### src/rtl/sense_pkg.sv
package sense_pkg;
    typedef enum logic [1:0] {
        CV_IDLE  = 2'd0,
        CV_START = 2'd1,
        CV_WAIT  = 2'd2
    } conv_state_t;

    localparam logic [1:0] MODE_ADC   = 2'b10;
    localparam logic [1:0] MODE_SENSE = 2'b11;
endpackage

### src/rtl/conv_ctrl.sv
module conv_ctrl
    import sense_pkg::*;
#(
    parameter int ADC_W  = 12,
    parameter int CHAN_W = 5
) (
    input  logic              clk,
    input  logic              rst_n,
    input  logic              chan_wr,
    input  logic [CHAN_W-1:0] chan_wdata,
    input  logic              rd_clr,
    input  logic              conv_done,
    input  logic [ADC_W-1:0]  conv_result,
    output logic              conv_start,
    output logic [CHAN_W-1:0] conv_chan,
    output logic [ADC_W-1:0]  adc_word,
    output logic              req_a
);
    conv_state_t st, st_nxt;
    logic done_hit;

    always_ff @(posedge clk or negedge rst_n) begin
        if (!rst_n) st <= CV_IDLE;
        else        st <= st_nxt;
    end

    always_comb begin
        st_nxt = st;
        unique case (st)
            CV_IDLE:  if (chan_wr) st_nxt = CV_START;
            CV_START: st_nxt = chan_wr ? CV_START : CV_WAIT;
            CV_WAIT: begin
                if (chan_wr)        st_nxt = CV_START;
                else if (conv_done) st_nxt = CV_IDLE;
            end
            default:  st_nxt = CV_IDLE;
        endcase
    end

    assign done_hit   = (st == CV_WAIT) && conv_done && !chan_wr;
    assign conv_start = (st == CV_START);

    always_ff @(posedge clk or negedge rst_n) begin
        if (!rst_n) begin
            conv_chan <= '0;
            adc_word  <= '0;
            req_a     <= 1'b0;
        end else begin
            if (chan_wr)  conv_chan <= chan_wdata;
            if (done_hit) adc_word  <= conv_result;
            if (chan_wr)       req_a <= 1'b0;
            else if (done_hit) req_a <= 1'b1;
            else if (rd_clr)   req_a <= 1'b0;
        end
    end

    // write clears the flag and raises the start pulse
    a_r4_write_starts: assert property (@(posedge clk) disable iff (!rst_n)
        chan_wr |=> (conv_start && !req_a));
    // completion while waiting sets the flag
    a_r5_done_sets: assert property (@(posedge clk) disable iff (!rst_n)
        (st == CV_WAIT && conv_done && !chan_wr) |=> req_a);
    // completion outside the wait state has no effect on the flag
    a_r5_done_ignored: assert property (@(posedge clk) disable iff (!rst_n)
        (st != CV_WAIT && !chan_wr && !rd_clr) |=> $stable(req_a));
    // a clearing read with no completion drops the flag
    a_r6_read_clears: assert property (@(posedge clk) disable iff (!rst_n)
        (rd_clr && !(st == CV_WAIT && conv_done)) |=> !req_a);
    // the start pulse ends one cycle after the last write
    a_r4_pulse_ends: assert property (@(posedge clk) disable iff (!rst_n)
        (conv_start && !chan_wr) |=> !conv_start);
endmodule

### src/rtl/touch_req.sv
module touch_req #(
    parameter int N_TOUCH = 2
) (
    input  logic               clk,
    input  logic               rst_n,
    input  logic [N_TOUCH-1:0] touch_in,
    input  logic               panic_in,
    input  logic               touch_ie,
    input  logic               rd_clr,
    output logic [N_TOUCH:0]   sens_q,
    output logic               req_b
);
    localparam int NS = N_TOUCH + 1;

    logic [NS-1:0] sens_qq;
    logic [NS-1:0] rise;
    logic          set_b;

    always_ff @(posedge clk or negedge rst_n) begin
        if (!rst_n) begin
            sens_q  <= '0;
            sens_qq <= '0;
        end else begin
            sens_q  <= {panic_in, touch_in};
            sens_qq <= sens_q;
        end
    end

    for (genvar i = 0; i < NS; i++) begin : g_edge
        assign rise[i] = sens_q[i] & ~sens_qq[i];
    end

    assign set_b = touch_ie & (|rise);

    always_ff @(posedge clk or negedge rst_n) begin
        if (!rst_n)      req_b <= 1'b0;
        else if (set_b)  req_b <= 1'b1;
        else if (rd_clr) req_b <= 1'b0;
    end

    // an enabled rise sets the flag
    a_r7_rise_sets: assert property (@(posedge clk) disable iff (!rst_n)
        (touch_ie && (|rise)) |=> req_b);
    // a clearing read with no new rise drops the flag
    a_r8_read_clears: assert property (@(posedge clk) disable iff (!rst_n)
        (rd_clr && !(touch_ie && (|rise))) |=> !req_b);
    // with the enable low the flag never rises
    a_r7_gated: assert property (@(posedge clk) disable iff (!rst_n)
        (!touch_ie && !req_b) |=> !req_b);
endmodule

### src/rtl/read_mux.sv
module read_mux
    import sense_pkg::*;
#(
    parameter int WORD_W    = 16,
    parameter int ADC_W     = 12,
    parameter int N_TOUCH   = 2,
    parameter int PANIC_BIT = 7
) (
    input  logic [1:0]        rd_mode,
    input  logic [ADC_W-1:0]  adc_word,
    input  logic [N_TOUCH:0]  sens_q,
    output logic [WORD_W-1:0] rd_data
);
    logic [WORD_W-1:0] sense_word;

    always_comb begin
        sense_word = '0;
        sense_word[N_TOUCH-1:0] = sens_q[N_TOUCH-1:0];
        sense_word[PANIC_BIT]   = sens_q[N_TOUCH];
    end

    always_comb begin
        unique case (rd_mode)
            MODE_ADC:   rd_data = {{(WORD_W-ADC_W){1'b0}}, adc_word};
            MODE_SENSE: rd_data = sense_word;
            default:    rd_data = '0;
        endcase
    end

    // the upper bits of the word are zero in converter mode
    always_comb begin
        if (rd_mode == MODE_ADC)
            a_r1_upper_zero: assert (rd_data[WORD_W-1:ADC_W] == '0);
    end
endmodule

### src/rtl/sense_irq_top.sv
module sense_irq_top
    import sense_pkg::*;
#(
    parameter int WORD_W    = 16,
    parameter int ADC_W     = 12,
    parameter int CHAN_W    = 5,
    parameter int N_TOUCH   = 2,
    parameter int PANIC_BIT = 7
) (
    input  logic              clk,
    input  logic              rst_n,
    input  logic [1:0]        rd_mode,
    input  logic              rd_strobe,
    output logic [WORD_W-1:0] rd_data,
    input  logic              chan_wr,
    input  logic [CHAN_W-1:0] chan_wdata,
    output logic              conv_start,
    output logic [CHAN_W-1:0] conv_chan,
    input  logic              conv_done,
    input  logic [ADC_W-1:0]  conv_result,
    input  logic [N_TOUCH-1:0] touch_in,
    input  logic              panic_in,
    input  logic              touch_ie,
    input  logic              host_ie_a,
    input  logic              host_ie_b,
    output logic              irq_a,
    output logic              irq_b
);
    logic             clr_a, clr_b, req_a, req_b;
    logic [ADC_W-1:0] adc_word;
    logic [N_TOUCH:0] sens_q;

    assign clr_a = rd_strobe && (rd_mode == MODE_ADC);
    assign clr_b = rd_strobe && (rd_mode == MODE_SENSE);

    conv_ctrl #(.ADC_W(ADC_W), .CHAN_W(CHAN_W)) u_conv (
        .clk(clk), .rst_n(rst_n), .chan_wr(chan_wr), .chan_wdata(chan_wdata),
        .rd_clr(clr_a), .conv_done(conv_done), .conv_result(conv_result),
        .conv_start(conv_start), .conv_chan(conv_chan), .adc_word(adc_word),
        .req_a(req_a)
    );

    touch_req #(.N_TOUCH(N_TOUCH)) u_touch (
        .clk(clk), .rst_n(rst_n), .touch_in(touch_in), .panic_in(panic_in),
        .touch_ie(touch_ie), .rd_clr(clr_b), .sens_q(sens_q), .req_b(req_b)
    );

    read_mux #(.WORD_W(WORD_W), .ADC_W(ADC_W), .N_TOUCH(N_TOUCH),
               .PANIC_BIT(PANIC_BIT)) u_mux (
        .rd_mode(rd_mode), .adc_word(adc_word), .sens_q(sens_q), .rd_data(rd_data)
    );

    assign irq_a = req_a & host_ie_a;
    assign irq_b = req_b & host_ie_b;

    // reads in unused modes leave both flags alone
    a_r3_no_clear: assert property (@(posedge clk) disable iff (!rst_n)
        (rd_strobe && !rd_mode[1] && !chan_wr && !touch_ie && !conv_done)
        |=> ($stable(req_a) && $stable(req_b)));
endmodule

### config.mk
export PLATFORM = sky130hd
export DESIGN_NAME = sense_irq_top
export DESIGN_NICKNAME = d
export VERILOG_FILES = /design/src/rtl/sense_pkg.sv /design/src/rtl/conv_ctrl.sv /design/src/rtl/touch_req.sv /design/src/rtl/read_mux.sv /design/src/rtl/sense_irq_top.sv
export SDC_FILE = /design/constraint.sdc
export NUM_CORES = 1
export LEC_CHECK = 0
export ABC_AREA = 1
export ABC_CLOCK_PERIOD_IN_PS = 2100
export BUFFER_PORTS_ARGS = -buffer_cell sky130_fd_sc_hd__clkbuf_2
export CAP_MARGIN = 10
export CORE_UTILIZATION = 42
export DETAILED_ROUTE_END_ITERATION = 8
export GPL_TIMING_DRIVEN = 0
export PLACE_DENSITY = 0.77
export SETUP_SLACK_MARGIN = 0.4
export SLEW_MARGIN = 20
export SYNTH_ARGS = -nofsm -noshare
export SYNTH_HDL_FRONTEND = slang
export SYNTH_SLANG_ARGS = --single-unit
### constraint.sdc
create_clock -name clk -period 2.1 [get_ports clk]
set_input_delay 0.42 -clock clk [delete_from_list [all_inputs] [get_ports clk]]
set_output_delay 0.42 -clock clk [all_outputs]
set_load 0.02 [all_outputs]
* Yosys cells after proc, flatten, opt, wreduce, memory -nomap -nowiden
Cells that the tools add are included.
** Storage, ports and cells
- Bits in registers :: 27
- Input bits :: 30
- Latch bits :: 0
- Memories :: 0
- Word-level logic and storage cells :: 43
- Memory bits (writable) :: 0
- Memory bits (read-only) :: 0
** Cells by class
- Shift-type cells :: 0
- $mul :: 0
- Reduce and logical (&&, ||, !) cells :: 10
- Equality and inequality tests :: 6
- Bitwise gates (word level) :: 9
- Add/subtract/negate cells :: 0
- Div/mod/pow operators :: 0
- $lt $le $gt $ge :: 0
- Muxes and demuxes :: 11
** Operators with widths (number)
- $pmux 12 s2 :: 1
- $mux 2 :: 4
- $and 1x1->1 :: 6
- $eq 2x2->1 const B :: 3
- $pmux 2 s3 :: 1
- $mux 1 :: 5
- $logic_and 1x1->1 :: 4
- $ne 3x3->1 const B :: 1
- $not 1->1 :: 3
- $reduce_bool 3->1 :: 1
- $reduce_or 3->1 :: 1
- $eq 2x1->1 const B :: 1
- $logic_not 2->1 :: 1
- $ne 2x2->1 const B :: 1
- $reduce_and 2->1 :: 1
- $reduce_bool 2->1 :: 1
- $logic_not 1->1 :: 1

* Logic depth before layout (Yosys ltp)
- Depth in word-level cells :: 5
- Gate-level depth with buffers :: 6
- Depth with buffers taken out :: 5

* Cells and area by module
Synthesis repeated with hierarchy kept, for this count alone.
** Second synthesis, totals
- Cells, all modules :: 149
- Area, all modules :: 1228.7 um^2
** By module, submodules not included
- conv_ctrl :: sequential area each 500.5 um^2, cells an instance 88, area an instance 812.0 um^2, instances 1
- touch_req :: sequential area each 175.2 um^2, cells an instance 18, area an instance 217.7 um^2, instances 1
- read_mux :: sequential area each 0.0 um^2, cells an instance 35, area an instance 168.9 um^2, instances 1
- sense_irq_top :: sequential area each 0.0 um^2, cells an instance 8, area an instance 30.0 um^2, instances 1

* Worst setup path after synthesis
OpenSTA, ideal clock, no wires.
- Kind :: input-to-output
- Start point :: in rd_mode[1]
- End point :: out rd_data[10]
- Required time :: 1680 ps
- Arrival time :: 948 ps
- Stages :: 4
- Setup slack :: 732 ps
- Cell sequence :: inv_1 -> nor2_4 -> inv_2 -> nor2_1
** On the way
- Longest elaborated chain between the ends :: 2
- Elaborated cells between the ends (all ways) :: 3
** RTL lines
- from (decl) :: line sense_irq_top.sv:12 : input logic [1:0] rd_mode,
- $eq 2x2->1 :: line read_mux.sv:23 : unique case (rd_mode)
- $pmux 12 s2 (*) :: line read_mux.sv:23
- to (decl) :: line sense_irq_top.sv:14 : output logic [WORD_W-1:0] rd_data,
Mark *: on every way between the ends. The rest lies on a longest branch, timed or not.

* Worst setup path after layout
Same ends and word-level chain as after synthesis.

==> run metrics <==
endpoints failing setup=0; layout cells sized above 1=32.3%; commonest non-fill, non-tap cell in the layout=nand2_1; status=completed; initial DRC count=39; vias in the first global route=983; Most Crowded Layer GR=met2; ANT nets after route=0; Slew Viols, Final=0; Hold Vio Cnt, Final=0; # fillers=263; IO buf count=48; Synth Cell Area=1230 um2; DR vias/cell=4.38; family with the most delay on the worst path=buffers and inverters; Final WS setup=0.530 ns; FF+latch count, synth=27; crit-path max FO=9; post_cts resized=0; die area=3150 um2; placed cell area=1520 um2; fin nets=232; H-tree depth=1; leading cell types in the layout, fill and taps excluded=57 x nand2_1, 48 x clkbuf_2, 27 x dfrtp_1, 19 x inv_1, 18 x nand3_1; Synth-to-Final Area Change=25.8%; Ys Warns=0; mux share of post-synthesis cell area=0%; min cycle time layout=1.57 ns; clock sink count=27; critical path's largest stage delay=0.18 ns; crit path kind=in2out; final instance area=1550 um2; Worst R2R Path Depth=5; antenna violations before repair=0; # hold bufs at CTS=0; Place WS=0.544 ns; WP buf/inv=4; setup repair bufs after CTS=0; Tcrit/Tclk final=74.8%; Post-Synth XOR/XNOR Area=0%; largest family of logic cells by synthesized area=simple AND/OR/NAND/NOR gates; average size of a mapped cell=8.43 um2; compound-gate portion of the synthesized area=0.813%; Final HPWL DP=1.75 mm; Synth Area in Adders=0%; clk_lat worst skew=0.31 ns; register area share after synthesis=54.9%; Clock Tree Root=clkbuf_4; initial core utilization=44.6%; Worst Setup End Kind=primary output; Most common cell on crit path=clkbuf_2; Critical Path AT=1.15 ns; DRT Pass-1 Iters=4; pin count of the biggest net entering global routing=28; Max-slew headroom=56.6%; routing usage on met3=2.09%; total wire length=2.24 mm; diode count=0; Synth Area in Simple Gates=31.8%; total CTS buffers=3; per-cell routed wire length=9.65 um; Max Buffers Root-to-Sink=2; maximum vdd drop=0.406 mV; CTS tree=done; I/O Pins=54; CP required=1.68 ns; M2 GR Usage=26.4%; Die Y=56.1 um; Hold WC Path Type=in2async; post-synthesis cell type count=13; CP startpoint kind=input pin; Remaining DRCs=0; row cnt=19; Slew @ Worst Pin=0.651 ns; Core Box Area=2760 um2; total track usage=15.9%; Leakage=0.954 nW; CP Depth=6; # Max-Cap Violations=0; skew final=0.00705 ns; GPL Wtd Cong=0.757; Die X=56.1 um; maximum clock rate=0.637 GHz; WHS=0.0980 ns; GR Layer Usage met1=21.6%; Setup TNS=0 ns; slowest cell on the critical path=clkbuf_2; first-pass GRT wire length=4.00 mm; Cell Pwr Density=717 nW/um2; RSZ-0062 raised after global routing=no; gr ovfl total=0; Reg clk slew, reported paths=0.14 ns; routed vias=1017; post-synthesis instance total=146; crit path cell chain=clkbuf_2 -> inv_1 -> nor2_4 -> inv_2 -> nor2_1 -> clkbuf_2
-- synthesized netlist by cell type, drive strengths merged --
library cell | instances | area (um2)
a21oi | 2 | 10.0
nor2 | 12 | 76.3
inv | 20 | 75.1
nand2 | 58 | 225
dfrtp | 27 | 676
buf | 8 | 75.1
nand3 | 18 | 90.1
conb | 1 | 3.75
-- metal layers --
metal	vias to the layer above	wire length, um	part of all wire (%)
li1	539	-	-
met1	446	1040	46
met2	30	1080	48
met3	2	105	4.7
met4	0	22	0.98
met5	-	0	0
-- cells by family (layout without fill, tap and decap cells) --
family	after synthesis	count (layout)
flip-flops	27	27
AND/OR/NAND/NOR	88	88
AO/OA/AOI/OAI	2	2
other	1	4
buffers and inverters	28	80
-- layout make-up --
type	instances	area (um2)	area share [%]
timing repair buffer	48	240	15.5
clock buffer	3	22.5	1.45
tap	31	38.8	2.50
sequential	27	676	43.6
clock inverter	1	5.00	0.323
buffer	8	75.1	4.85
inverter	20	75.1	4.85
multi-input combinational	94	417	26.9
-- report_power, final --
group	leakage (nW)	internal, mW	switching (mW)
registers	0.332	0.598	0.0427
logic	0.604	0.0991	0.156
clock network	0.0177	0.0712	0.144
-- sequential cells by signal, summed over array words and instances (netlist names) --
signal	count
u_conv.adc_word	12
u_conv.st	2
u_touch.sens_qq	3
u_touch.req_b	1
u_conv.req_a	1
u_conv.conv_chan	5
u_touch.sens_q	3
-- path summary, 6_finish.rpt --
check,start,to,slack (ns)
max,rd_mode[1],rd_data[10],0.53
min,rst_n,u_conv.adc_word[11]$_DFFE_PN0P_,0.1
max reg2reg,u_conv.st[0]$_DFFE_PN0P_,u_conv.adc_word[6]$_DFFE_PN0P_,1.03
min reg2reg,u_touch.sens_q[1]$_DFF_PN0_,u_touch.sens_qq[1]$_DFF_PN0_,0.43
max in group asynchronous,rst_n,u_conv.conv_chan[3]$_DFFE_PN0P_,1.58
min in group clk,panic_in,u_touch.sens_q[2]$_DFF_PN0_,0.20
-- metrics by stage --
step | std cells | total power [mW] | utilization [%]
after floorplan | 149 | 0.814 | -
after global placement | 228 | 0.902 | 55.2
after detailed placement | 228 | 0.911 | 55.2
after CTS | 232 | 1.13 | 56.2
after global routing | 232 | 1.19 | 56.2
final | 232 | 1.11 | 56.2
(Power assumes the default switching activity.)
